===== src/rtl/hdlc_rx_pkg.sv =====
package hdlc_rx_pkg;
  localparam int CRC_W = 32;
  localparam logic [CRC_W-1:0] CRC_POLY = 32'h04C11DB7;

  // mirror a polynomial so the register can shift toward bit 0
  function automatic logic [CRC_W-1:0] mirror(input logic [CRC_W-1:0] v);
    logic [CRC_W-1:0] r;
    for (int i = 0; i < CRC_W; i++) r[i] = v[CRC_W-1-i];
    return r;
  endfunction

  // one serial CRC step, line bit enters at the low end
  function automatic logic [CRC_W-1:0] crc_bit(input logic [CRC_W-1:0] c, input logic b);
    logic fb;
    fb = c[0] ^ b;
    return (c >> 1) ^ (fb ? mirror(CRC_POLY) : '0);
  endfunction

  // register value left after a frame whose check bytes are correct.
  // plain check bytes cancel the register to zero; complemented ones
  // leave the effect of 32 one-bits fed into an empty register.
  function automatic logic [CRC_W-1:0] crc_residue(input logic plain);
    logic [CRC_W-1:0] r;
    r = '0;
    if (!plain)
      for (int i = 0; i < CRC_W; i++) r = crc_bit(r, 1'b1);
    return r;
  endfunction
endpackage


===== src/rtl/hdlc_bit_class.sv =====
module hdlc_bit_class #(
  parameter int RUN_FLAG = 6
) (
  input  logic clk,
  input  logic rst_n,
  input  logic bit_vld,
  input  logic bit_in,
  output logic ev_data,
  output logic ev_stuff,
  output logic ev_flag,
  output logic ev_abort
);
  localparam int OW = $clog2(RUN_FLAG + 2);
  localparam logic [OW-1:0] RUN_STUFF = OW'(RUN_FLAG - 1);
  localparam logic [OW-1:0] RUN_TOP   = OW'(RUN_FLAG);
  localparam logic [OW-1:0] RUN_SAT   = OW'(RUN_FLAG + 1);

  logic [OW-1:0] ones_q;

  always_comb begin
    ev_data  = 1'b0;
    ev_stuff = 1'b0;
    ev_flag  = 1'b0;
    ev_abort = 1'b0;
    if (bit_vld) begin
      if (bit_in) begin
        if (ones_q == RUN_TOP)     ev_abort = 1'b1;
        else if (ones_q < RUN_TOP) ev_data  = 1'b1;
      end else begin
        if (ones_q == RUN_STUFF)   ev_stuff = 1'b1;
        else if (ones_q == RUN_TOP) ev_flag = 1'b1;
        else if (ones_q < RUN_TOP) ev_data  = 1'b1;
      end
    end
  end

  always_ff @(posedge clk or negedge rst_n) begin
    if (!rst_n)                  ones_q <= '0;
    else if (bit_vld && !bit_in) ones_q <= '0;
    else if (bit_vld && ones_q != RUN_SAT) ones_q <= ones_q + 1'b1;
  end
endmodule


===== src/rtl/hdlc_hold_line.sv =====
module hdlc_hold_line #(
  parameter int DEPTH = 7
) (
  input  logic clk,
  input  logic rst_n,
  input  logic clr,
  input  logic push,
  input  logic bit_in,
  output logic out_vld,
  output logic out_bit
);
  localparam int CW = $clog2(DEPTH + 1);
  localparam logic [CW-1:0] FULL = CW'(DEPTH);

  logic [DEPTH-1:0] q_q;
  logic [CW-1:0]    cnt_q;

  assign out_vld = push && (cnt_q == FULL);
  assign out_bit = q_q[DEPTH-1];

  always_ff @(posedge clk or negedge rst_n) begin
    if (!rst_n) begin
      q_q   <= '0;
      cnt_q <= '0;
    end else if (clr) begin
      cnt_q <= '0;
    end else if (push) begin
      q_q   <= {q_q[DEPTH-2:0], bit_in};
      if (cnt_q != FULL) cnt_q <= cnt_q + 1'b1;
    end
  end
endmodule


===== src/rtl/hdlc_byte_packer.sv =====
module hdlc_byte_packer
  import hdlc_rx_pkg::*;
#(
  parameter int BYTE_W    = 8,
  parameter int FCS_BYTES = 4
) (
  input  logic              clk,
  input  logic              rst_n,
  input  logic              clr,
  input  logic              take,
  input  logic              bit_in,
  output logic              done,
  output logic [BYTE_W-1:0] byte_val,
  output logic [CRC_W-1:0]  crc_q,
  output logic              whole,
  output logic              enough
);
  localparam int CW = $clog2(BYTE_W);
  localparam int NW = $clog2(FCS_BYTES + 1);
  localparam logic [CW-1:0] LAST = CW'(BYTE_W - 1);
  localparam logic [NW-1:0] NMAX = NW'(FCS_BYTES);

  logic [BYTE_W-2:0] sh_q;
  logic [CW-1:0]     bc_q;
  logic [NW-1:0]     nb_q;

  assign done     = take && (bc_q == LAST);
  assign byte_val = {bit_in, sh_q};
  assign whole    = (bc_q == '0);
  assign enough   = (nb_q == NMAX);

  always_ff @(posedge clk or negedge rst_n) begin
    if (!rst_n) begin
      sh_q  <= '0;
      bc_q  <= '0;
      nb_q  <= '0;
      crc_q <= '1;
    end else if (clr) begin
      bc_q  <= '0;
      nb_q  <= '0;
      crc_q <= '1;
    end else if (take) begin
      sh_q  <= {bit_in, sh_q[BYTE_W-2:1]};
      bc_q  <= done ? '0 : bc_q + 1'b1;
      crc_q <= crc_bit(crc_q, bit_in);
      if (done && nb_q != NMAX) nb_q <= nb_q + 1'b1;
    end
  end
endmodule


===== src/rtl/hdlc_crc_rx.sv =====
module hdlc_crc_rx
  import hdlc_rx_pkg::*;
#(
  parameter int BYTE_W    = 8,
  parameter int FCS_BYTES = 4,
  parameter int RUN_FLAG  = 6
) (
  input  logic              clk,
  input  logic              rst_n,
  input  logic              bit_in,
  input  logic              bit_vld,
  input  logic              cfg_fcs_plain,
  input  logic              cfg_keep_abort,
  output logic              byte_vld,
  output logic [BYTE_W-1:0] byte_data,
  output logic              frame_sof,
  output logic              frame_eof,
  output logic              frame_crc_ok,
  output logic              frame_abort
);
  // a flag is a zero, RUN_FLAG ones and a zero; everything the flag
  // pushed as tentative data fits in this many held bits
  localparam int HOLD = RUN_FLAG + 1;

  logic ev_data, ev_stuff, ev_flag, ev_abort;
  logic open_q, started_q;
  logic push, cut;
  logic hl_vld, hl_bit;
  logic pk_done, pk_whole, pk_enough;
  logic [BYTE_W-1:0] pk_byte;
  logic [CRC_W-1:0]  pk_crc;
  logic eof_fire, fcs_match;

  hdlc_bit_class #(.RUN_FLAG(RUN_FLAG)) u_class (
    .clk(clk), .rst_n(rst_n), .bit_vld(bit_vld), .bit_in(bit_in),
    .ev_data(ev_data), .ev_stuff(ev_stuff), .ev_flag(ev_flag), .ev_abort(ev_abort)
  );

  assign push = ev_data && open_q;
  assign cut  = ev_flag || ev_abort;

  hdlc_hold_line #(.DEPTH(HOLD)) u_hold (
    .clk(clk), .rst_n(rst_n), .clr(cut), .push(push), .bit_in(bit_in),
    .out_vld(hl_vld), .out_bit(hl_bit)
  );

  hdlc_byte_packer #(.BYTE_W(BYTE_W), .FCS_BYTES(FCS_BYTES)) u_pack (
    .clk(clk), .rst_n(rst_n), .clr(cut), .take(hl_vld), .bit_in(hl_bit),
    .done(pk_done), .byte_val(pk_byte), .crc_q(pk_crc),
    .whole(pk_whole), .enough(pk_enough)
  );

  assign fcs_match = pk_whole && pk_enough && (pk_crc == crc_residue(cfg_fcs_plain));
  assign eof_fire  = started_q && (ev_flag || (ev_abort && cfg_keep_abort));

  always_ff @(posedge clk or negedge rst_n) begin
    if (!rst_n) begin
      open_q       <= 1'b0;
      started_q    <= 1'b0;
      byte_vld     <= 1'b0;
      byte_data    <= '0;
      frame_sof    <= 1'b0;
      frame_eof    <= 1'b0;
      frame_crc_ok <= 1'b0;
      frame_abort  <= 1'b0;
    end else begin
      byte_vld     <= pk_done;
      frame_sof    <= pk_done && !started_q;
      frame_eof    <= eof_fire;
      frame_crc_ok <= eof_fire && ev_flag && fcs_match;
      frame_abort  <= eof_fire && ev_abort;
      if (pk_done) byte_data <= pk_byte;
      if (ev_flag)       open_q <= 1'b1;
      else if (ev_abort) open_q <= 1'b0;
      if (cut)          started_q <= 1'b0;
      else if (pk_done) started_q <= 1'b1;
    end
  end
endmodule


===== config.mk =====
export PLATFORM = sky130hd
export DESIGN_NAME = hdlc_crc_rx
export DESIGN_NICKNAME = d
export VERILOG_FILES = /design/src/rtl/hdlc_rx_pkg.sv /design/src/rtl/hdlc_bit_class.sv /design/src/rtl/hdlc_hold_line.sv /design/src/rtl/hdlc_byte_packer.sv /design/src/rtl/hdlc_crc_rx.sv
export SDC_FILE = /design/constraint.sdc
export NUM_CORES = 1
export LEC_CHECK = 0
export BUFFER_PORTS_ARGS = -buffer_cell sky130_fd_sc_hd__buf_2
export CORE_ASPECT_RATIO = 1.5
export CORE_UTILIZATION = 27
export DETAILED_ROUTE_END_ITERATION = 8
export GPL_TIMING_DRIVEN = 1
export HOLD_SLACK_MARGIN = 0.03
export SLEW_MARGIN = 20
export SYNTH_ARGS = -nofsm -noshare
export SYNTH_HDL_FRONTEND = slang
export SYNTH_SLANG_ARGS = --single-unit

===== constraint.sdc =====
create_clock -name clk -period 3 [get_ports clk]
set_input_delay 0.3 -clock clk [delete_from_list [all_inputs] [get_ports clk]]
set_output_delay 0.3 -clock clk [all_outputs]
set_load 0.005 [all_outputs]

---- Word-level counts from Yosys, hierarchy flattened ----
Index checks and enable logic that the tools add are counted.
cells by class
  reductions and logical operators ........ 30
  magnitude comparators ................... 1
  equality and inequality tests ........... 9
  bitwise logic cells ..................... 3
  muxes and demuxes ....................... 30
  $add $sub $neg .......................... 4
operator list
  kind                 count
  $mux 32              4
  $mux 3               11
  $eq 32x32->1         1
  $xor 31x32->32       1
  $eq 3x3->1 const B   5
  $mux 1               15
  $logic_and 1x1->1    14
  $reduce_bool 2->1    7
  $add 3x1->3 const B  4
  $ne 3x3->1 const B   3
  $reduce_and 2->1     4
  $logic_not 3->1      1
  $lt 3x3->1 const B   1
  $logic_not 1->1      2
  $logic_or 1x1->1     2
  $not 1->1            1
  $xor 1x1->1          1
storage, ports and cells
  bits in registers ....................... 73
  bits of input ports ..................... 6
  logic and storage cells ................. 92
  output and inout bits ................... 13

---- Longest topological paths before layout ----
Gate-level depths: netlist of run 1.
  depth in word-level cells ............... 13
  mapped depth ............................ 7
  gate-level depth less buffers ........... 6

---- Hierarchy ----
Synthesis of run 1 repeated with hierarchy kept, for this count alone.
second synthesis, totals
  cell total of the unflattened synthesis .. 299
  area total of the unflattened synthesis .. 3558.4 sq um
by module, submodules not included
  module            cells an instance  area each (sq um)  times used
  hdlc_byte_packer  179                2102.0             1
  hdlc_crc_rx       62                 733.2              1
  hdlc_hold_line    32                 488.0              1
  hdlc_bit_class    26                 235.2              1

---- Least setup slack after synthesis of run 1 ----
OpenSTA, ideal clock, no wires.
  path kind ............................... flip-flop to flip-flop
  from .................................... register u_class.ones_q[1]
  to ...................................... register u_pack.sh_q[1]
  data arrival time ....................... 1.670 ns
  cell stages (with the launch flop) ...... 8
  data required time ...................... 2.873 ns
  period minus slack after synthesis ...... 1.798 ns
  setup slack ............................. 1.202 ns
  buffers on the path ..................... 1
  cells stage by stage .................... dfrtp_1 inv_1 ha_1 nor2b_2 o21ai_4 nand3_4 buf_6 mux2_1
on the way
  cells in the longest elaborated chain, start to end .. 9
ends and longest elaborated chain
  element                         RTL line                                    RTL
  from (decl)                     hdlc_bit_class.sv:18                        logic [OW-1:0] ones_q;
  from (signal assigned)          hdlc_bit_class.sv:40                        else if (bit_vld && ones_q != RUN_SAT) ones_q <= ones_q + 1'b1;
  $lt 3x3->1                      hdlc_bit_class.sv:28, hdlc_bit_class.sv:32
  $mux 1                          hdlc_bit_class.sv:28, hdlc_bit_class.sv:32
  $mux 1                          hdlc_bit_class.sv:27, hdlc_bit_class.sv:31
  $mux 1                          hdlc_bit_class.sv:30                        if (ones_q == RUN_STUFF) ev_stuff = 1'b1;
  $mux 1                          hdlc_bit_class.sv:26                        if (bit_in) begin
  $mux 1                          hdlc_bit_class.sv:25                        if (bit_vld) begin
  $logic_and 1x1->1               hdlc_crc_rx.sv:39                           assign push = ev_data && open_q;
  $logic_and 1x1->1               hdlc_hold_line.sv:18                        assign out_vld = push && (cnt_q == FULL);
  $reduce_and 2->1 (no line) (*)  n/a
  to (signal assigned)            hdlc_byte_packer.sv:43                      sh_q <= {bit_in, sh_q[BYTE_W-2:1]};
  to (decl)                       hdlc_byte_packer.sv:23                      logic [BYTE_W-2:0] sh_q;
Mark *: on every way between the ends. The rest lies on a longest branch, timed or not.
A chain may end at the register's enable or synchronous reset.

---- Final worst setup path of run 1 ----
  from .................................... register u_class.ones_q[1]
  to ...................................... register u_pack.crc_q[29]
on the way
  cells in the longest elaborated chain, start to end .. 9
ends and longest elaborated chain
  element                      RTL line                                    RTL
  $lt 3x3->1                   hdlc_bit_class.sv:28, hdlc_bit_class.sv:32
  $mux 1                       hdlc_bit_class.sv:28, hdlc_bit_class.sv:32
  $mux 1                       hdlc_bit_class.sv:27, hdlc_bit_class.sv:31
  $mux 1                       hdlc_bit_class.sv:30
  $mux 1                       hdlc_bit_class.sv:26
  $mux 1                       hdlc_bit_class.sv:25
  $logic_and 1x1->1            hdlc_crc_rx.sv:39
  $logic_and 1x1->1            hdlc_hold_line.sv:18
  $reduce_bool 2->1 (no line)  n/a
  to (signal assigned)         hdlc_byte_packer.sv:45                      crc_q <= crc_bit(crc_q, bit_in);
  to (decl)                    hdlc_byte_packer.sv:14                      output logic [CRC_W-1:0] crc_q,
Several ways; a longest one is shown, not always the timed one.

==> results of run 1 <==
flip-flops by register name, summed over array words and instances, names as in the netlist:
signal          count
byte_data           8
u_pack.crc_q       32
frame_eof           1
u_pack.nb_q         3
started_q           1
u_hold.cnt_q        3
u_pack.bc_q         3
byte_vld            1
open_q              1
frame_abort         1
frame_crc_ok        1
frame_sof           1
u_pack.sh_q         7
u_hold.q_q          7
u_class.ones_q      3
through the flow:
| step | hold slack, ns | worst slack [ns] | area, µm² | total power [mW] |
|---|---|---|---|---|
| floorplan | 0.004409 | 1.202 | 3515 | 2.191 |
| global placement | 0.3885 | 0.9063 | 3782 | 2.376 |
| detailed placement | 0.4017 | 0.8172 | 3782 | 2.411 |
| CTS | 0.03312 | 0.8034 | 4088 | 3.532 |
| global route | 0.07063 | 0.6448 | 4088 | 3.708 |
| finish | 0.02020 | 0.8170 | 4088 | 3.490 |
synthesized netlist by cell type, types with 3 or more instances:
cell type and instances:
nor3_1 4, o21ai_0 3, ha_1 11, nand2_1 18, nand2b_1 3, nor2_1 40, dfstp_2 32, mux2_1 6
nand4_1 4, buf_4 4, dfrtp_1 41, xnor2_1 13, nor4_1 6, mux2_2 18, mux2i_1 37, nand3_1 4
a21oi_1 3, inv_1 29, buf_2 3
per-layer routing:
metal  GRT usage, %  part of all wire, %  vias to the layer above
met5              0                    0                        -
met4          6.858                  3.2                        0
met3          2.572                  3.1                       17
met2          18.61                   52                       37
met1          13.46                   42                     1111
li1               -                    -                     1074
cell families (layout without fill, tap and decap cells):
kind of cell | Yosys count | in the layout | synth area share (%)
and+or+nand+nor | 94 | 94 | 13.39
DFF | 73 | 73 | 53.11
muxes | 61 | 61 | 18.23
buffers and inverters | 38 | 68 | 5.019
xor gates and xnor gates | 15 | 15 | 3.738
AOI/OAI and AO/OA | 13 | 13 | 2.599
adders and majority gates | 11 | 11 | 3.916
area by class of cell:
class | instances | area share (%)
flip-flops and latches | 73 | 45.67
multi-input cells | 194 | 36.00
clock buffers | 10 | 5.846
well taps | 156 | 4.775
repair buffers | 23 | 3.428
inverters | 29 | 2.663
clock inverters | 6 | 1.622
layout by cell type, fill, tap and decap left out, types with 4 or more instances in the layout:
cell type | Yosys | layout
mux2_2 | 18 | 18
nor2_1 | 40 | 40
nand3_1 | 4 | 4
mux2_1 | 6 | 6
nor4_1 | 6 | 6
dfstp_2 | 32 | 32
buf_2 | 3 | 18
clkbuf_16 | 0 | 9
ha_1 | 11 | 11
nor3_1 | 4 | 4
dfrtp_1 | 41 | 41
xnor2_1 | 13 | 13
mux2i_1 | 37 | 37
nand4_1 | 4 | 4
nand2_1 | 18 | 18
inv_1 | 29 | 29
buf_4 | 4 | 4
final timing paths:
kind / startpoint / end / depth (start not counted)
worst max-delay path: u_class.ones_q[1]$_DFFE_PN0P_ / u_pack.crc_q[29]$_DFFE_PN1P_ / 7
worst min-delay path: rst_n / byte_vld$_DFF_PN0_ / 1
min in group clk: cfg_keep_abort / frame_abort$_DFF_PN0_ / 3
worst max register to register: u_class.ones_q[1]$_DFFE_PN0P_ / u_pack.crc_q[29]$_DFFE_PN1P_ / 7
worst min register to register: u_pack.crc_q[12]$_DFFE_PN1P_ / u_pack.crc_q[11]$_DFFE_PN1P_ / 2
max in group asynchronous: rst_n / u_pack.crc_q[6]$_DFFE_PN1P_ / 2
power groups by stage:
stage / sequential, mW / combinational [mW] / clock (mW)
after floorplan: 1.56 / 0.627 / 0
after global placement: 1.63 / 0.741 / 0
after detailed placement: 1.64 / 0.767 / 0
after CTS: 1.63 / 0.783 / 1.11
after global routing: 1.68 / 0.877 / 1.15
final: 1.64 / 0.763 / 1.09
==> metrics.md, run 1 <==
| Metric | Value |
|---|---|
| R2R Setup Slk | about 0.82 ns |
| Crit-path cells | inv_1 > ha_1 > nor2b_2 > o21ai_4 > nand3_4 > buf_4 > mux2i_1 |
| Part of the power in registers | about 47% |
| Crit path time final | 2.183 ns |
| Unrepaired setup endpoints after global routing | false |
| Placer Congestion | 0.7578 |
| WP buf/inv | 2 |
| CP Data Required Time | approximately 3.3 ns |
| Post-CTS sizing | 0 |
| Average size of a mapped cell | 11.52 µm² |
| PortBufs | 18 |
| Post-synthesis register bit count | 73 |
| Share of layout cells above drive strength 1 | 28.66% |
| Worst Setup Path Type | reg2reg |
| Maximum VDD drop | between 0.5 and 0.6 mV |
| Initial antenna violation count | 0 |
| Post-synth EDFFs | 0 |
| Wire length of the first global-routing pass | 11530 µm |
| Outcome | completed |
| Worst setup SP type | flip-flop |
| Net Sw Frac | a little under a third |
| Relative slew slack | between 50% and 60% |
| Postcts setup bufs | 0 |
| Inst Count DP | 475 |
| Fin. max-slew vios | 0 |
| Post-route DRC | 0 |
| Leakage | 2.041 nW |
| Initial Utilization | between 20 and 30% |
| Final Util | between 30 and 40% |
| Top achievable clock speed | between 400 and 500 MHz |
| 1st-iter DRT viols | between 100 and 150 |
| Sequential Area | approximately 1900 µm² |
| Fillcell total | around 1200 |
| Footprint of the multi-input gates | between 1000 and 1500 µm² |
| Layout overhead on the synthesized area | 16.30% |
| Root Buffer | clkbuf_16 |
| CTS Buffer Depth | 2 |
| Remaining Overflow, GRT | 0 |
| Crit share post-route | slightly above 70% |
| Clock network power share | between 30 and 40% |
| CTS HTree Levels | 3 |
| Clock sink count | 73 |
| Die Width | around 95 µm |
| Area leader, netlist | dfrtp_1 |
| Post-Layout Cell Count | between 400 and 500 |
| Max cap viols | 0 |
| Post-synthesis cell area | between 3000 and 4000 µm² |
| Hold buffers post-CTS | 0 |
| Gate power share | between 20 and 25% |
| Nets | 347 |
| Slowest cell on crit path | dfrtp_1 |
| Chip height | 141.7 µm |
| CP delay by family, top | simple AND/OR/NAND/NOR gates |
| Post-synth top area share | ~30% |
| Skew-Pair Late Insertion Delay | about 0.34 ns |
| PwrDens | 853.7 nW/µm² |
| Syn Inst Count | between 300 and 400 |
| Setup TNS | 0 ns |
| Crit path largest cell delay | ~0.45 ns |
| Number of global-route vias before repair | between 2000 and 2500 |
| Die ar. | about 13000 µm² |
| DR WL/cell | between 10 and 15 µm |
| Worst slew pin tran | slightly above 0.7 ns |
| Net switching power | 1.050 mW |
| Number of synthesis warnings | 0 |
| Detail Route Antenna Nets | 0 |
| CTS tree | yes |
| Hold Path Class | in2async |
| Final Skew | 0.005031 ns |
| Post-synth top flop | dfrtp_1 |
| Routed via count | around 2200 |
| Setup violators final | 0 |
| CP Max Fanout | 22 |
| GRT Util Overall | between 10% and 20% |
| CTS clock-pin slew for the worst setup and hold paths | approximately 0.060 ns |
| Seq/Total Area, Yosys | between 50% and 60% |
| Total CTS buffers | 9 |
| Site Rows | 50 |
| Pre-Repair DR Iteration Count | 4 |
| Largest net degree at the start of global routing | between 40 and 50 |
| Core area | ~13000 µm² |
| Syn nets | between 300 and 400 |
| Internal power | about 2.4 mW |
| Netlist cell types | 38 |
| Hold Fails Final Rpt | 0 |
| Dpl hpwl | approximately 4700 µm |
| CP Data Arrival Time | 2.44 ns |
| Ant. Diodes | 0 |
| Vias/cell | 4.560 |
| Boundary Pins | 19 |
| Fraction of registers with async set/reset | 100.0% |
| Routed WL | roughly 6900 µm |
| Synth area leaders | dfrtp_1 (29%), dfstp_2 (24%), mux2i_1 (11%), mux2_2 (5.8%), nor2_1 (4.3%) |
| Critical Path End Type | flip-flop |
Note: power is estimated with default switching activity, not from simulation.
==> run 2: changes to the inputs <==
Settings changed: ABC_AREA set to 1.
Clock period 3 ns to 1.94 ns, I/O delays scaled along.
==> run 2 against run 1 <==
Wire length is 0.41% lower. Worst hold slack better by 0.18 ns. Setup slack worse by 0.61 ns. Largest cell class unchanged. Flip-flop and latch count stayed put. First-iteration DRC count is 20% higher. Highest routed layer unchanged. Via count is 11% higher. Global-route usage is 0.34 points higher.
==> metrics.md, run 2 <==
| Metric | Value |
|---|---|
| Fin. max-slew vios | 0 |
| PortBufs | 18 |
| Post-synth top area share | between 30% and 40% |
| Commonest non-fill, non-tap cell in the layout | nand2_1 |
| Min Hold Slack | 0.1954 ns |
| Slowest cell on crit path | dfrtp_1 |
| Remaining Overflow, GRT | 0 |
| Initial Utilization | 27.93% |
| Sequential Area | roughly 1900 µm² |
| 1st-iter DRT viols | 124 |
| Worst slew pin tran | approximately 0.38 ns |
| Top-count cell post-synth | nand2_1 |
| PwrDens | 1098 nW/µm² |
| Die Width | between 90 and 100 µm |
| Area leader, netlist | dfrtp_1 |
| CTS clock-pin slew for the worst setup and hold paths | around 0.060 ns |
| Boundary Pins | 19 |
| Syn nets | 394 |
| Post-synthesis cell area | approximately 3400 µm² |
| Site Rows | between 40 and 50 |
| Post-synth EDFFs | 0 |
| Outcome | completed |
| CP Data Arrival Time | 1.99 ns |
| Detail Route Antenna Nets | 0 |
| Top achievable clock speed | 578.1 MHz |
| Largest net degree at the start of global routing | 74 |
| Biggest regs | u_pack.crc_q: 32 flops, byte_data: 8 flops |
| Commonest non-fill, non-tap cells in the layout | nand2_1 (74), nor2_1 (61), inv_1 (42) |
| Max cap viols | 0 |
| Routed WL | a little under 7000 µm |
| Share of layout cells above drive strength 1 | roughly a fifth |
| CP Max Fanout | 9 |
| Dpl hpwl | about 4700 µm |
| Layout overhead on the synthesized area | 18.92% |
| Post-route DRC | 0 |
| CP Data Required Time | around 2.2 ns |
| Clock sink count | 73 |
| Most instantiated cells after synthesis | nand2_1 (74), nor2_1 (62), inv_1 (42) |
| Final Skew | 0.006650 ns |
| Setup TNS | 0 ns |
| Worst Setup Path Type | reg2reg |
| Vias/cell | about 4.4 |
| Number of global-route vias before repair | roughly 2400 |
| Wire length of the first global-routing pass | 11700 µm |
| Post-synth top flop | dfrtp_1 |
| Initial antenna violation count | 0 |
| Biggest register | u_pack.crc_q |
| Netlist cell types | 24 |
| Chip height | around 140 µm |
| Seq/Total Area, Yosys | a little under three fifths |
| Unrepaired setup endpoints after global routing | false |
| Worst setup margin | around 0.21 ns |
| Nets | between 400 and 500 |
| Hold Fails Final Rpt | 0 |
| Post-synthesis register bit count | 73 |
| Footprint of the multi-input gates | approximately 1300 µm² |
| CTS Buffer Depth | 2 |
| Synth area leaders | dfrtp_1 (30%), dfstp_2 (25%), nand2_1 (8.2%), nor2_1 (6.9%), inv_1 (4.7%) |
| Crit path largest cell delay | 0.42 ns |
| Average size of a mapped cell | a little under 9 µm² |
| WP buf/inv | 4 |
| Pre-CTS setup slack | 0.1527 ns |
| CTS HTree Levels | 3 |
| Root Buffer | clkbuf_16 |
| GRT Util Overall | around an eighth |
| Largest register FFs | 32 |
| Fillcell total | 1235 |
| Skew-Pair Late Insertion Delay | between 0.3 and 0.4 ns |
| Setup violators final | 0 |
| Syn Inst Count | 377 |
| Placer Congestion | 0.7871 |
| Total CTS buffers | 9 |
| Routed via count | about 2500 |
| Critical Path End Type | flip-flop |
| Ant. Diodes | 0 |
| Relative slew slack | between 70% and 80% |
| Crit path time final | around 1.7 ns |
| Fraction of registers with async set/reset | between 90% and 100% |
| Worst setup SP type | flip-flop |
| Hold Path Class | in2reg |
| DR WL/cell | roughly 12 µm |
| CP delay by family, top | buffers and inverters |
| Crit share post-route | between 80 and 90% |
| Crit-path cells | inv_1 > ha_1 > nand2_1 > inv_2 > nand2_1 > nand2_2 > inv_2 > nand2_4 > buf_4 > o21a_1 |
| CTS tree | yes |
| Pre-Repair DR Iteration Count | 4 |
| Die ar. | 12950 µm² |
| Leakage | 2.066 nW |
| Maximum VDD drop | around 0.76 mV |
| Core area | 12080 µm² |
| Number of synthesis warnings | 0 |
==> run 2: logic make-up (layout without fill, tap and decap cells) <==
kind of cell	after synthesis	in the layout	synth area share (%)
xor+xnor	15	15	3.895
buf+inv	56	92	7.455
flops	73	73	55.34
simple gates	168	168	20.66
fa+ha+maj	11	11	4.080
compound gates	54	54	8.568
==> run 2: final timing paths <==
path	start	endpoint	slack, ns	cells past startpoint
setup / recovery	u_class.ones_q[0]$_DFFE_PN0P_	u_pack.crc_q[8]$_DFFE_PN1P_	0.21	10
hold / removal	bit_in	u_hold.q_q[0]$_DFFE_PN0P_	0.20	3
setup reg to reg	u_class.ones_q[0]$_DFFE_PN0P_	u_pack.crc_q[8]$_DFFE_PN1P_	0.21	10
hold reg to reg	u_hold.q_q[4]$_DFFE_PN0P_	u_hold.q_q[5]$_DFFE_PN0P_	0.47	2
max in group asynchronous	rst_n	u_pack.crc_q[10]$_DFFE_PN1P_	1.17	3
min in group asynchronous	rst_n	byte_data[1]$_DFFE_PN0P_	0.42	3
==> run 2: per-layer routing <==
layer  routed length, µm  vias up  global-route usage, %
met5                   0        -                      0
met4                 170        0                  7.045
met3                 167       10                  2.686
met2                3438       28                  18.96
met1                3045     1202                  14.13
li1                    -     1253                      -
==> run 2: power by group <==
| part | leakage [nW] | internal, mW | switching (mW) |
|---|---|---|---|
| sequential | 0.852 | 1.82 | 0.184 |
| clock | 0.149 | 1.13 | 0.631 |
| combinational | 1.06 | 0.278 | 0.364 |
| total | 2.07 | 3.22 | 1.18 |
==> run 2: cell type report <==
type / count / area share [%]
well taps: 153 / 4.772
flip-flops and latches: 73 / 46.54
repair buffers: 30 / 4.959
inverters: 46 / 4.367
clock buffers: 10 / 5.708
clock inverters: 6 / 2.308
multi-input cells: 248 / 31.35
==> run 2: through the flow <==
| stage | cell area (µm²) | cells | power, mW | utilization (%) |
|---|---|---|---|---|
| floorplan | 3373 | 377 | 2.462 | - |
| global placement | 3643 | 545 | 2.647 | 30.17 |
| detailed placement | 3643 | 545 | 2.675 | 30.17 |
| CTS | 3975 | 562 | 4.466 | 32.91 |
| global route | 4011 | 566 | 4.665 | 33.21 |
| finish | 4011 | 566 | 4.403 | 33.21 |
==> run 2: timing repair <==
| action | CTS | global route |
|---|---|---|
| hold endpoints to repair | 41 | 0 |
| gates resized for setup | 0 | 2 |
| hold buffers | 1 | 0 |
| buffers inserted | 0 | 4 |
| endpoints found under the setup margin | 0 | 13 |
==> run 2: worst reg2reg max path, delay by kind of cell, from the launching register on <==
family,cells,cell delay [ns]
buf+inv,4,0.44
simple gates,4,0.43
flops,1,0.42
fa+ha+maj,1,0.19
compound gates,1,0.17
==> run 3: changes to the inputs <==
Settings changed: CORE_UTILIZATION 27 to 54, PLACE_DENSITY set to 0.75.
==> run 3 against run 2 <==
Global-route usage grew 11 points. Flip-flop and latch count is the same. Worst hold slack lost 0.025 ns. Wire length decreased by 5.5%. Setup slack got worse by 0.039 ns. Clock skew rose by 0.0077 ns. Die area decreased by 49%. First-iteration DRC count up 24%. Register-to-register slack got worse by 0.04 ns. Design area shrank 5.6%. Critical endpoint is now u_pack.bc_q[1]$_DFFE_PN0P_. Largest power group unchanged.
==> metrics.md, run 3 (same netlist as run 2, synthesis figures left out) <==
| Metric | Value |
|---|---|
| Largest register FFs | 32 |
| Biggest register | u_pack.crc_q |
| Commonest non-fill, non-tap cell in the layout | nand2_1 |
| Final Skew | approximately 0.014 ns |
| Share of layout cells above drive strength 1 | approximately a fifth |
| Crit share post-route | 91.19% |
| Nets | roughly 420 |
| Maximum VDD drop | 0.6020 mV |
| CP Max Fanout | 21 |
| 1st-iter DRT viols | approximately 150 |
| Hold Path Class | in2reg |
| Max cap viols | 0 |
| Crit path time final | ~1.8 ns |
| Wire length of the first global-routing pass | roughly 11000 µm |
| Pre-Repair DR Iteration Count | 4 |
| Leakage | 2.006 nW |
| Relative slew slack | 73.19% |
| GRT Util Overall | roughly 23% |
| Layout overhead on the synthesized area | 12.24% |
| Ant. Diodes | 0 |
| Dpl hpwl | approximately 4500 µm |
| Unrepaired setup endpoints after global routing | false |
| Internal power | 2.881 mW |
| Number of global-route vias before repair | about 2500 |
| Commonest non-fill, non-tap cells in the layout | nand2_1 (74), nor2_1 (62), inv_1 (42) |
| Boundary Pins | 19 |
| PwrDens | ~1100 nW/µm² |
| Reg-to-reg startpoint | u_class.ones_q[0]$_DFFE_PN0P_ |
| Hold path endpoint | u_hold.q_q[0]$_DFFE_PN0P_ |
| CTS tree | yes |
| Net Sw Frac | between 20 and 30% |
| Worst setup SP type | flip-flop |
| Worst reg-to-reg path cell count | 10 |
| Biggest regs | u_pack.crc_q: 32 flops, byte_data: 8 flops |
| Part of the power in registers | approximately 50% |
| Critical Path End Type | flip-flop |
| Clock sink count | 73 |
| Remaining Overflow, GRT | 0 |
| Initial antenna violation count | 0 |
| Site Rows | 34 |
| Setup violators final | 0 |
| Placer Congestion | a little over 0.8 |
| CP Data Required Time | 2.19 ns |
| Top achievable clock speed | around 570 MHz |
| Total CTS buffers | 9 |
| CTS Buffer Depth | 2 |
| DR WL/cell | 13.41 µm |
| Net switching power | 1.130 mW |
| Die Width | 66.53 µm |
| Hold path depth | 3 |
| Worst Setup Path Type | reg2reg |
| PortBufs | 18 |
| Routed via count | about 2500 |
| RR Endpoint | u_pack.bc_q[1]$_DFFE_PN0P_ |
| CTS clock-pin slew for the worst setup and hold paths | around 0.08 ns |
| Die ar. | 6573 µm² |
| Hold Fails Final Rpt | 0 |
| CTS HTree Levels | 3 |
| Worst slew pin tran | around 0.4 ns |
| Outcome | completed |
| Fin. max-slew vios | 0 |
| Post-route DRC | 0 |
| Setup TNS | 0 ns |
| Chip height | approximately 99 µm |
| Worst min-delay path startpoint | bit_in |
| CP Data Arrival Time | approximately 2 ns |
| Initial Utilization | ~57% |
| Skew-Pair Late Insertion Delay | roughly 0.35 ns |
| Routed WL | between 6000 and 7000 µm |
| Root Buffer | clkbuf_8 |
| Gate power share | about 17% |
| Core area | 5913 µm² |
| Detail Route Antenna Nets | 0 |
| R2R Setup Slk | roughly 0.17 ns |
| Vias/cell | just over 5 |
| Largest net degree at the start of global routing | 74 |
| Pwr Total | between 4 and 5 mW |
| Postcts setup bufs | 0 |
| Clock network power share | about 33% |
run 3: power by group through the flow:
stage / logic [mW] / registers [mW] / clock network [mW]
after floorplan: 0.497 / 1.96 / 0
after detailed placement: 0.692 / 2.02 / 0
after CTS: 0.697 / 2.00 / 1.35
final: 0.685 / 2.00 / 1.32
after global placement: 0.661 / 2.01 / 0
after global routing: 0.790 / 2.02 / 1.40
run 3: worst max path at each step:
stage	startpoint	to	cells past startpoint
global placement	u_class.ones_q[0]$_DFFE_PN0P_	u_pack.crc_q[23]$_DFFE_PN1P_	10
floorplan	u_class.ones_q[0]$_DFFE_PN0P_	u_pack.sh_q[0]$_DFFE_PN0P_	10
detailed placement	u_class.ones_q[0]$_DFFE_PN0P_	u_pack.crc_q[17]$_DFFE_PN1P_	9
finish	u_class.ones_q[0]$_DFFE_PN0P_	u_pack.bc_q[1]$_DFFE_PN0P_	10
global route	u_class.ones_q[0]$_DFFE_PN0P_	u_pack.bc_q[0]$_DFFE_PN0P_	10
CTS	u_class.ones_q[0]$_DFFE_PN0P_	u_pack.bc_q[0]$_DFFE_PN0P_	10
run 3: area by class of cell:
cell class                      count  area (µm²)
Timing Repair Buffer               26       177.7
Clock inverter                      4       76.32
Tap cell                           72       90.09
Clock buffer                       12       145.1
Fill cell                         493        2127
Sequential cell                    73        1867
Multi-Input combinational cell    248        1255
Inverter                           46       175.2
run 3: per-layer routing:
layer / GRT usage (%) / up-vias / part of all wire, %
met4: 8.838 / 0 / 1.4
met2: 37.99 / 45 / 51
met5: 0 / - / 0
met3: 5.324 / 9 / 2.8
met1: 27.46 / 1190 / 44
li1: - / 1245 / -
run 3: stage by stage:
| stage | std cells | hold WS, ns | area (µm²) | worst slack, ns | util [%] |
|---|---|---|---|---|---|
| 6_report | 481 | 0.1703 | 3786 | 0.1710 | 64.03 |
| 5_1_grt | 481 | 0.1757 | 3786 | 0.01415 | 64.03 |
| 4_1_cts | 481 | 0.1633 | 3786 | 0.1855 | 64.03 |
| 3_3_place_gp | 464 | 0.2507 | 3555 | 0.2436 | 60.11 |
| 2_1_floorplan | 377 | -0.1016 | 3373 | 0.3899 | - |
| 3_5_place_dp | 464 | 0.2535 | 3555 | 0.2038 | 60.11 |
run 3: timing repair:
action / 4_1_cts / 5_1_grt
hold buffers: 1 / 0
gates resized for setup: 0 / 0
endpoints found under the setup margin: 0 / 0
endpoints found under the hold margin: 41 / 0
run 3: worst max-delay path, cell delays in order (launching register included):
cell and delay [ns]:
dfrtp_1 0.41, inv_1 0.07, ha_1 0.20, nand2_1 0.09, inv_2 0.05, nor2_1 0.17
nand2_2 0.15, nor2_1 0.11, buf_4 0.24, nand3_1 0.09, o21ai_0 0.10
